--- src/rtl/strobe_pkg.sv ---
package strobe_pkg;
  typedef enum logic [2:0] {
    PH_IDLE  = 3'd0,
    PH_SETUP = 3'd1,
    PH_STRB  = 3'd2,
    PH_WEXT  = 3'd3,
    PH_HOLD  = 3'd4
  } phase_e;
endpackage

--- src/rtl/strobe_timing_reg.sv ---
module strobe_timing_reg #(
  parameter int          FIELD_W    = 8,
  parameter int          CNT_W      = FIELD_W + 1,
  parameter logic [4*FIELD_W-1:0] RESET_WORD = 32'hFCFC_FCFC
) (
  input  logic                 clk_i,
  input  logic                 rst_ni,
  input  logic                 we_i,
  input  logic [4*FIELD_W-1:0] wdata_i,
  input  logic                 nand_i,
  output logic [CNT_W-1:0]     setup_len_o,
  output logic [CNT_W-1:0]     strobe_len_o,
  output logic [CNT_W-1:0]     hold_len_o,
  output logic [CNT_W-1:0]     hiz_len_o
);
  localparam int WORD_W = 4 * FIELD_W;

  logic [WORD_W-1:0]  word_q;
  logic [FIELD_W-1:0] f_setup, f_wait, f_hold, f_hiz;
  logic [CNT_W-1:0]   setup_raw, wait_eff;

  always_ff @(posedge clk_i or negedge rst_ni) begin
    if (!rst_ni)   word_q <= RESET_WORD;
    else if (we_i) word_q <= wdata_i;
  end

  assign f_setup = word_q[FIELD_W-1:0];
  assign f_wait  = word_q[2*FIELD_W-1:FIELD_W];
  assign f_hold  = word_q[3*FIELD_W-1:2*FIELD_W];
  assign f_hiz   = word_q[4*FIELD_W-1:3*FIELD_W];

  always_comb begin
    setup_raw    = {1'b0, f_setup} + {{(CNT_W-1){1'b0}}, nand_i};
    setup_len_o  = (setup_raw == '0) ? CNT_W'(1) : setup_raw;
    // reserved zero treated as one
    wait_eff     = (f_wait == '0) ? CNT_W'(1) : {1'b0, f_wait};
    strobe_len_o = wait_eff + CNT_W'(1);
    hold_len_o   = (f_hold == '0) ? CNT_W'(1) : {1'b0, f_hold};
    hiz_len_o    = {1'b0, f_hiz} + {{(CNT_W-1){1'b0}}, nand_i};
  end
endmodule

--- src/rtl/strobe_wait_sync.sv ---
module strobe_wait_sync #(
  parameter int STAGES = 2
) (
  input  logic clk_i,
  input  logic rst_ni,
  input  logic async_i,
  output logic sync_o
);
  logic [STAGES-1:0] sh_q;

  always_ff @(posedge clk_i or negedge rst_ni) begin
    if (!rst_ni) sh_q <= '1;
    else         sh_q <= {sh_q[STAGES-2:0], async_i};
  end

  assign sync_o = sh_q[STAGES-1];
endmodule

--- src/rtl/strobe_phase_fsm.sv ---
module strobe_phase_fsm
  import strobe_pkg::*;
#(
  parameter int CNT_W = 9
) (
  input  logic             clk_i,
  input  logic             rst_ni,
  input  logic             launch_i,
  input  logic             write_i,
  input  logic [CNT_W-1:0] setup_len_i,
  input  logic [CNT_W-1:0] strobe_len_i,
  input  logic [CNT_W-1:0] hold_len_i,
  input  logic             wait_s_i,
  output logic             busy_o,
  output logic             wr_o,
  output logic             cs_o,
  output logic             we_no,
  output logic             oe_no,
  output logic             done_o
);
  phase_e           ph_q;
  logic [CNT_W-1:0] cnt_q, strobe_l_q, hold_l_q;
  logic             wr_q, done_q, strb_act;

  always_ff @(posedge clk_i or negedge rst_ni) begin
    if (!rst_ni) begin
      ph_q       <= PH_IDLE;
      cnt_q      <= '0;
      strobe_l_q <= '0;
      hold_l_q   <= '0;
      wr_q       <= 1'b0;
      done_q     <= 1'b0;
    end else begin
      done_q <= 1'b0;
      unique case (ph_q)
        PH_IDLE: if (launch_i) begin
          wr_q       <= write_i;
          strobe_l_q <= strobe_len_i;
          hold_l_q   <= hold_len_i;
          cnt_q      <= setup_len_i - CNT_W'(1);
          ph_q       <= PH_SETUP;
        end
        PH_SETUP: if (cnt_q == '0) begin
          cnt_q <= strobe_l_q - CNT_W'(1);
          ph_q  <= PH_STRB;
        end else cnt_q <= cnt_q - CNT_W'(1);
        PH_STRB: if (cnt_q == '0) begin
          if (wait_s_i) begin
            cnt_q <= hold_l_q - CNT_W'(1);
            ph_q  <= PH_HOLD;
          end else ph_q <= PH_WEXT;
        end else cnt_q <= cnt_q - CNT_W'(1);
        PH_WEXT: if (wait_s_i) begin
          cnt_q <= hold_l_q - CNT_W'(1);
          ph_q  <= PH_HOLD;
        end
        PH_HOLD: if (cnt_q == '0) begin
          ph_q   <= PH_IDLE;
          done_q <= 1'b1;
        end else cnt_q <= cnt_q - CNT_W'(1);
        default: ph_q <= PH_IDLE;
      endcase
    end
  end

  assign strb_act = (ph_q == PH_STRB) || (ph_q == PH_WEXT);
  assign busy_o   = (ph_q != PH_IDLE);
  assign cs_o     = busy_o;
  assign wr_o     = wr_q;
  assign we_no    = ~(strb_act & wr_q);
  assign oe_no    = ~(strb_act & ~wr_q);
  assign done_o   = done_q;


  wait_ext_chk: assert property (@(posedge clk_i) disable iff (!rst_ni)
    (ph_q == PH_WEXT && !wait_s_i) |=> (ph_q == PH_WEXT));

  hold_entry_chk: assert property (@(posedge clk_i) disable iff (!rst_ni)
    (ph_q == PH_HOLD && $past(ph_q) != PH_HOLD) |-> ($past(ph_q) == PH_STRB || $past(ph_q) == PH_WEXT));

  strobe_excl_chk: assert property (@(posedge clk_i) disable iff (!rst_ni) !(!we_no && !oe_no));

  done_single_chk: assert property (@(posedge clk_i) disable iff (!rst_ni) done_o |=> !done_o);

  done_idle_chk: assert property (@(posedge clk_i) disable iff (!rst_ni) done_o |-> !cs_o);
endmodule

--- src/rtl/strobe_hiz_timer.sv ---
module strobe_hiz_timer #(
  parameter int CNT_W = 9
) (
  input  logic             clk_i,
  input  logic             rst_ni,
  input  logic             launch_i,
  input  logic [CNT_W-1:0] hiz_len_i,
  input  logic             busy_i,
  input  logic             wr_i,
  output logic             data_oe_o
);
  logic [CNT_W-1:0] cnt_q;

  always_ff @(posedge clk_i or negedge rst_ni) begin
    if (!rst_ni)           cnt_q <= '0;
    else if (launch_i)     cnt_q <= hiz_len_i;
    else if (cnt_q != '0)  cnt_q <= cnt_q - CNT_W'(1);
  end

  assign data_oe_o = busy_i & wr_i & (cnt_q == '0);


  rd_no_drive_chk: assert property (@(posedge clk_i) disable iff (!rst_ni)
    (busy_i && !wr_i) |-> !data_oe_o);

  drive_stays_chk: assert property (@(posedge clk_i) disable iff (!rst_ni)
    (data_oe_o && busy_i) |=> (data_oe_o || !busy_i));
endmodule

--- src/rtl/cmd_strobe_timer.sv ---
module cmd_strobe_timer #(
  parameter int FIELD_W     = 8,
  parameter int SYNC_STAGES = 2,
  parameter logic [4*FIELD_W-1:0] RESET_WORD = 32'hFCFC_FCFC
) (
  input  logic                 clk_i,
  input  logic                 rst_ni,
  input  logic                 tim_we_i,
  input  logic [4*FIELD_W-1:0] tim_wdata_i,
  input  logic                 nand_sel_i,
  input  logic                 start_i,
  input  logic                 write_i,
  input  logic                 wait_ni,
  output logic                 busy_o,
  output logic                 cs_o,
  output logic                 we_no,
  output logic                 oe_no,
  output logic                 data_oe_o,
  output logic                 done_o
);
  localparam int CNT_W = FIELD_W + 1;

  logic [CNT_W-1:0] setup_len, strobe_len, hold_len, hiz_len;
  logic             wait_s, launch, busy, wr;

  assign launch = start_i & ~busy;
  assign busy_o = busy;

  strobe_timing_reg #(.FIELD_W(FIELD_W), .CNT_W(CNT_W), .RESET_WORD(RESET_WORD)) u_reg (
    .clk_i, .rst_ni,
    .we_i(tim_we_i), .wdata_i(tim_wdata_i), .nand_i(nand_sel_i),
    .setup_len_o(setup_len), .strobe_len_o(strobe_len),
    .hold_len_o(hold_len), .hiz_len_o(hiz_len)
  );

  strobe_wait_sync #(.STAGES(SYNC_STAGES)) u_sync (
    .clk_i, .rst_ni, .async_i(wait_ni), .sync_o(wait_s)
  );

  strobe_phase_fsm #(.CNT_W(CNT_W)) u_fsm (
    .clk_i, .rst_ni, .launch_i(launch), .write_i(write_i),
    .setup_len_i(setup_len), .strobe_len_i(strobe_len), .hold_len_i(hold_len),
    .wait_s_i(wait_s), .busy_o(busy), .wr_o(wr), .cs_o(cs_o),
    .we_no(we_no), .oe_no(oe_no), .done_o(done_o)
  );

  strobe_hiz_timer #(.CNT_W(CNT_W)) u_hiz (
    .clk_i, .rst_ni, .launch_i(launch), .hiz_len_i(hiz_len),
    .busy_i(busy), .wr_i(wr), .data_oe_o(data_oe_o)
  );


  strobe_in_cs_chk: assert property (@(posedge clk_i) disable iff (!rst_ni)
    (!we_no || !oe_no) |-> cs_o);
endmodule

--- config.mk ---
export PLATFORM = sky130hd
export DESIGN_NAME = cmd_strobe_timer
export DESIGN_NICKNAME = d
export VERILOG_FILES = /design/src/rtl/strobe_pkg.sv /design/src/rtl/strobe_timing_reg.sv /design/src/rtl/strobe_wait_sync.sv /design/src/rtl/strobe_phase_fsm.sv /design/src/rtl/strobe_hiz_timer.sv /design/src/rtl/cmd_strobe_timer.sv
export SDC_FILE = /design/constraint.sdc
export NUM_CORES = 1
export LEC_CHECK = 0
export CORE_ASPECT_RATIO = 1.4
export CORE_MARGIN = 3
export CORE_UTILIZATION = 60
export DETAILED_ROUTE_END_ITERATION = 8
export DONT_BUFFER_PORTS = 1
export MAX_ROUTING_LAYER = met4
export PLACE_DENSITY = 0.83
export SYNTH_ARGS = -nofsm -noshare
export SYNTH_HDL_FRONTEND = slang
export SYNTH_SLANG_ARGS = --single-unit
--- constraint.sdc ---
create_clock -name clk_i -period 3.2 [get_ports clk_i]
set_input_delay 0.16 -clock clk_i [delete_from_list [all_inputs] [get_ports clk_i]]
set_output_delay 0.16 -clock clk_i [all_outputs]
set_load 0.01 [all_outputs]
# ---- After elaboration in Yosys (flattened, before gate mapping)
# Cells that the tools add are included.
dict set report word_totals {
  output_inout_bits 6
  wordCells 70
  regBits 75
  inputBits 39
}
dict set report classes {
  n_mux 20
  n_addsub 8
  n_reduce_logical 14
  n_eq_ne 10
  bitwise_logic 9
}
# operator count
set ops {}
lappend ops {{2-to-1 mux 9 bit} 8}
lappend ops {{one-hot mux 9 bit (5 select lines)} 1}
lappend ops {{subtractor 9 x 1 -> 9 bit, second input constant} 5}
lappend ops {{zero test 9 bit} 3}
lappend ops {{adder 8 x 1 -> 9 bit} 2}
lappend ops {{2-to-1 mux 3 bit} 6}
lappend ops {{zero test 8 bit} 2}
lappend ops {{2-to-1 mux 8 bit} 2}
lappend ops {{one-hot mux 3 bit (5 select lines)} 1}
lappend ops {{adder 9 x 1 -> 9 bit, second input constant} 1}
lappend ops {{nonzero test 9 bit} 1}
lappend ops {{equality test 3 x 2 -> 1 bit, second input constant} 2}
lappend ops {{!= test 2 x 1 -> 1 bit, second input constant} 3}
lappend ops {{!= test 2 bit, second input constant} 3}
lappend ops {{bitwise AND 1 bit} 5}
lappend ops {{AND reduction 5 bit} 1}
lappend ops {{nonzero test 5 bit} 1}
lappend ops {{NOT 1 bit} 4}
lappend ops {{equality test 3 x 1 -> 1 bit, second input constant} 1}
lappend ops {{equality test 3 bit, second input constant} 1}
lappend ops {{zero test 3 bit} 1}
lappend ops {{AND reduction 3 bit} 1}
lappend ops {{nonzero test 3 bit} 1}
lappend ops {{2-to-1 mux 1 bit} 2}
lappend ops {{other kinds (3)} 3}

# ---- Longest topological paths before layout
dict set report depth {
  depth_word 6
  depth_mapped 11
  mapped_depth_nobuf 11
}

# ---- Hierarchy
# From an unflattened synthesis, not the netlist that was laid out.
dict set report hier_totals {
  cells_unflattened 468
  area_unflattened_um2 4674.5
}
# mod cells_each seq_area_each_um2 instances area_each_um2
set modules_own_cells {}
lappend modules_own_cells {strobe_phase_fsm 252 800.8 1 2309.7}
lappend modules_own_cells {strobe_timing_reg 149 830.8 1 1726.7}
lappend modules_own_cells {strobe_hiz_timer 64 225.2 1 571.8}
lappend modules_own_cells {strobe_wait_sync 2 52.6 1 52.6}
lappend modules_own_cells {cmd_strobe_timer 1 0.0 1 13.8}

# ---- Worst setup path before layout
# No wires, ideal clock.
dict set report synth_timing {
  path_type {reg2reg}
  from {reg u_reg.word_q[0]}
  to {reg u_fsm.cnt_q[6]}
  stages_incl_launch_ff 12
  n_path_buf 0
  slack_ns 0.705
  arrival_ns 2.418
  setup_ns 0.077
  synth_period_minus_slack_ns 2.495
  required_time_ns 3.123
  path_cell_list {dfrtp_1 -> ha_1 -> ha_1 -> nand3_2 -> mux2i_1 -> o31ai_1 -> a31oi_1 -> ha_1 -> nand2b_1 -> nor2_1 -> o31a_1 -> a21oi_1}
}
dict set report synth_between {
  elab_chain_len 6
}
# element line
set synth_lines {}
lappend synth_lines {{start: declaration} strobe_timing_reg.sv:18} ;# logic [WORD_W-1:0] word_q;
lappend synth_lines {{start signal: assignment} strobe_timing_reg.sv:24} ;# else if (we_i) word_q <= wdata_i;
lappend synth_lines {{adder 8 x 1 -> 9 bit *} strobe_timing_reg.sv:33} ;# setup_raw = {1'b0, f_setup} + {{(CNT_W-1){1'b0}}, nand_i};
lappend synth_lines {{zero test 9 bit} strobe_timing_reg.sv:34} ;# setup_len_o = (setup_raw == '0) ? CNT_W'(1) : setup_raw;
lappend synth_lines {{2-to-1 mux 9 bit *} strobe_timing_reg.sv:34}
lappend synth_lines {{subtractor 9 x 1 -> 9 bit *} strobe_phase_fsm.sv:40} ;# cnt_q <= setup_len_i - CNT_W'(1);
lappend synth_lines {{2-to-1 mux 9 bit *} strobe_phase_fsm.sv:36} ;# PH_IDLE: if (launch_i) begin
lappend synth_lines {{one-hot mux 9 bit (5 select lines) *} strobe_phase_fsm.sv:35} ;# unique case (ph_q)
lappend synth_lines {{end signal: assignment} strobe_phase_fsm.sv:40}
lappend synth_lines {{end signal: assignment} strobe_phase_fsm.sv:44} ;# cnt_q <= strobe_l_q - CNT_W'(1);
lappend synth_lines {{end signal: assignment} strobe_phase_fsm.sv:46} ;# end else cnt_q <= cnt_q - CNT_W'(1);
lappend synth_lines {{end: declaration} strobe_phase_fsm.sv:22} ;# logic [CNT_W-1:0] cnt_q, strobe_l_q, hold_l_q;
# Every way passes the cells marked *; elsewhere a longest branch is shown, timed or not. The select of a mux whose other input is x is not followed.
# A chain may end at the register's enable or synchronous reset.

# ---- Worst setup path after layout
# Ends and elaborated chain as after synthesis.

==> impl_metrics.toml <==
[cts]
post-cts-setup-buffers = 0
cts_resized = 0
ctsHoldBuffers = 37
clockBufferDepth = 2
numCtsBuffers = 9
cts.htree.levels = 3
clock-root-buffer = "clkbuf_8"
cts_tree = "yes"
clk_pin_slew_worst_paths_ns = 0.08
clock_latency_ns = 0.36
numClockSinks = 74

[logic_synthesis]
ys.flop_type = "dfrtp_1"
synth_edf_count = 0
synthArstFlopShare_pct = 100
syn_inst = 463
yosysUniqueCellTypes = 58
synth_seq_cells = 74
yosysWarnings = 0
synth-seq-area-share_pct = 42.7
syn_nets = 511
synth.avg_cell_area_um2 = 9.53
synth_area_um2 = 4410

[detailed_routing]
vias_per_cell = 6.15
routed_wl_um = 10800
drt_iter0_drc = 248
wl_per_cell_um = 18.1
num_vias = 3663
ant_nets = 0
drc_errors = 0
dr.pass1.iters = 4

[global_routing]
grt_pass1_wl_um = 18100
grt_usage_pct = 28.4
grt_max_degree = 75
met2_usage_pct = 48.2
antenna_found_initial = 0
grt_util_met1_pct = 32.2
busiest_layer = "met2"
grt_pass1_vias = 3707
grtUsageMet3_pct = 5.95
grt_overflow = 0

[setup_path]
crit_fanout = 7
cpMostUsedCell = "ha_1"
r2r-start = "u_reg.word_q[0]"
start_kind = "flop"
path_cells = "ha_1 -> ha_1 -> nand3_2 -> mux2i_1 -> o31ai_1 -> a31oi_1 -> ha_1 -> nand2b_1 -> nor2_1 -> o31a_1 -> a21oi_1"
crit_start = "u_reg.word_q[0]"
r2r_end = "u_fsm.cnt_q[6]"
reg2reg_depth = 11
crit_arrival_ns = 3.15
endpoint_kind = "flop"
slowest_delay_ns = 0.49
required_ns = 3.49
r2r_slack_ns = 0.35
crit_slowest_cell = "o31ai_1"
path_class = "reg2reg"

[hold_path]
min_path_cells = 3
whs_endpoint = "u_hiz.cnt_q[0]"
min-delay-start = "nand_sel_i"
hold_class = "in2reg"

[cells_and_area]
drive_gt1_share_pct = 18.4
nets = 543
fillers = 517
areaGrowthSynthToFinish_pct = 15.1
fin_util_pct = 71.8
final_cell_area_um2 = 5080

[floorplanning]
die-height_um = 107
coreArea_um2 = 7070
start_util_pct = 62.4
die-width_um = 78.5
rows = 36
dieArea_um2 = 8430
ios = 45

[power]
finalPower_uw = 3660
peakVddDrop_mv = 0.421
p_leak_uw = 0.00200
powerDensity_nw_per_um2 = 721

[timing]
tightest_slew_ns = 1.04
period_needed_ns = 2.85
setup_tns_ns = 0
min_period_over_period_pct = 89.2
drv_slew = 0
hold_ws_ns = 0.0907
max_freq_mhz = 350
rsz0062_at_grt = "false"
slew_headroom_pct = 30.8
fin_worst_skew_ns = 0.00725
setup_viol = 0
final_hold_viol_count = 0

[place]
gp_congestion = 0.916
port-buffer-count = 0
dpl_cell_area_um2 = 4480
detailed_place_hpwl_um = 6930

[outcome]
status = "complete, no violations"

[run]
max-cap-violations = 0
cell families (layout without fill, tap and decap cells):
group / count (synthesis) / in the layout / share of synthesized area (%)
and+or+nand+nor: 168 / 168 / 19.3
xor gates and xnor gates: 41 / 41 / 8.14
AOI/OAI and AO/OA: 98 / 98 / 14.3
adders and majority gates: 9 / 9 / 2.55
DFF: 74 / 74 / 42.7
other: 0 / 1 / 0
buffers and inverters: 34 / 71 / 3.12
muxes: 39 / 39 / 9.79
cell usage after synthesis, types with 4 or more instances:
cell type   n  area share (%)
and3_1      5            0.71
o31ai_1     5            0.85
nor3_1     11             1.2
xor2_1     14             2.8
mux2_2     33             8.4
nand2_1    56             4.8
clkbuf_1   14             1.2
o21ai_1    23             2.6
a311oi_1    4            0.79
inv_1      13             1.1
or3_1       5            0.71
xnor2_1    27             5.4
buf_2       5            0.57
a31oi_1     5            0.71
dfstp_2    26              15
dfrtp_1    48              27
nand3_1     9             1.0
a211oi_1    8             1.4
a21oi_1    16             1.8
mux2i_1     6             1.4
o21ai_0    12             1.4
o22ai_1     5            0.71
nor4_1      7            0.99
nand2b_1    8             1.1
ha_1        9             2.6
nor2_1     38             3.2
worst max-delay path by stage:
stage	endpoint	slack, ns	cells after the start
3_3_place_gp	u_fsm.cnt_q[6]	0.53	11
5_1_grt	u_fsm.cnt_q[6]	0.02	11
2_1_floorplan	u_fsm.cnt_q[6]	0.70	11
3_5_place_dp	u_fsm.cnt_q[6]	0.37	11
6_report	u_fsm.cnt_q[6]	0.35	11
4_1_cts	u_fsm.cnt_q[6]	0.34	11
layout by cell type (no fill, tap or decap), types with 11 or more instances in the layout:
cell type,count
nand2_1,56
dfrtp_1,48
nor2_1,38
dlygate4sd3_1,35
mux2_2,33
xnor2_1,27
dfstp_2,26
o21ai_1,23
a21oi_1,16
xor2_1,14
inv_1,13
o21ai_0,12
nor3_1,11
registers in the layout (all words and copies together) (netlist names):
| register | cells |
|---|---|
| u_fsm.done_o | 1 |
| u_fsm.hold_l_q | 8 |
| u_sync.sh_q | 2 |
| u_fsm.cnt_q | 9 |
| u_hiz.cnt_q | 9 |
| u_fsm.strobe_l_q | 9 |
| u_reg.word_q | 32 |
| u_fsm.ph_q | 3 |
| u_fsm.wr_o | 1 |
layout make-up:
| cell class | instances | area (um2) | area share [%] |
|---|---|---|---|
| clock buffers | 9 | 124 | 2.44 |
| flip-flops and latches | 74 | 1880 | 37.1 |
| repair buffers | 42 | 435 | 8.57 |
| multi-input cells | 355 | 2390 | 47.0 |
| well taps | 95 | 119 | 2.34 |
| diodes | 1 | 2.50 | 0.0493 |
| inverters | 13 | 48.8 | 0.961 |
| clock inverters | 7 | 76.3 | 1.50 |
report_power, final:
| group | leakage [uW] | internal, uW | switching (uW) | total (uW) |
|---|---|---|---|---|
| registers | 0.000862 | 1220 | 332 | 1550 |
| clock network | 0.0000962 | 365 | 381 | 746 |
| logic | 0.00104 | 622 | 739 | 1360 |
layer usage:
layer,part of all wire [%],vias up
met4,3.6,0
met1,39,1788
met3,4.9,38
li1,-,1722
met5,0,-
met2,52,115
through the flow:
stage / std cells / worst slack, ns
final: 596 / 0.346
after global placement: 542 / 0.529
after detailed placement: 542 / 0.367
after CTS: 595 / 0.343
after global routing: 595 / 0.0247
after floorplan: 463 / 0.705
worst max-delay path, delay by kind of cell, from the launching register on:
family / cells / cell delay, ns
compound gates: 4 / 1.09
simple gates: 3 / 0.36
flops: 1 / 0.36
mux: 1 / 0.18
fa+ha+maj: 3 / 0.79
No activity file was read; power rests on OpenSTA's default activity.
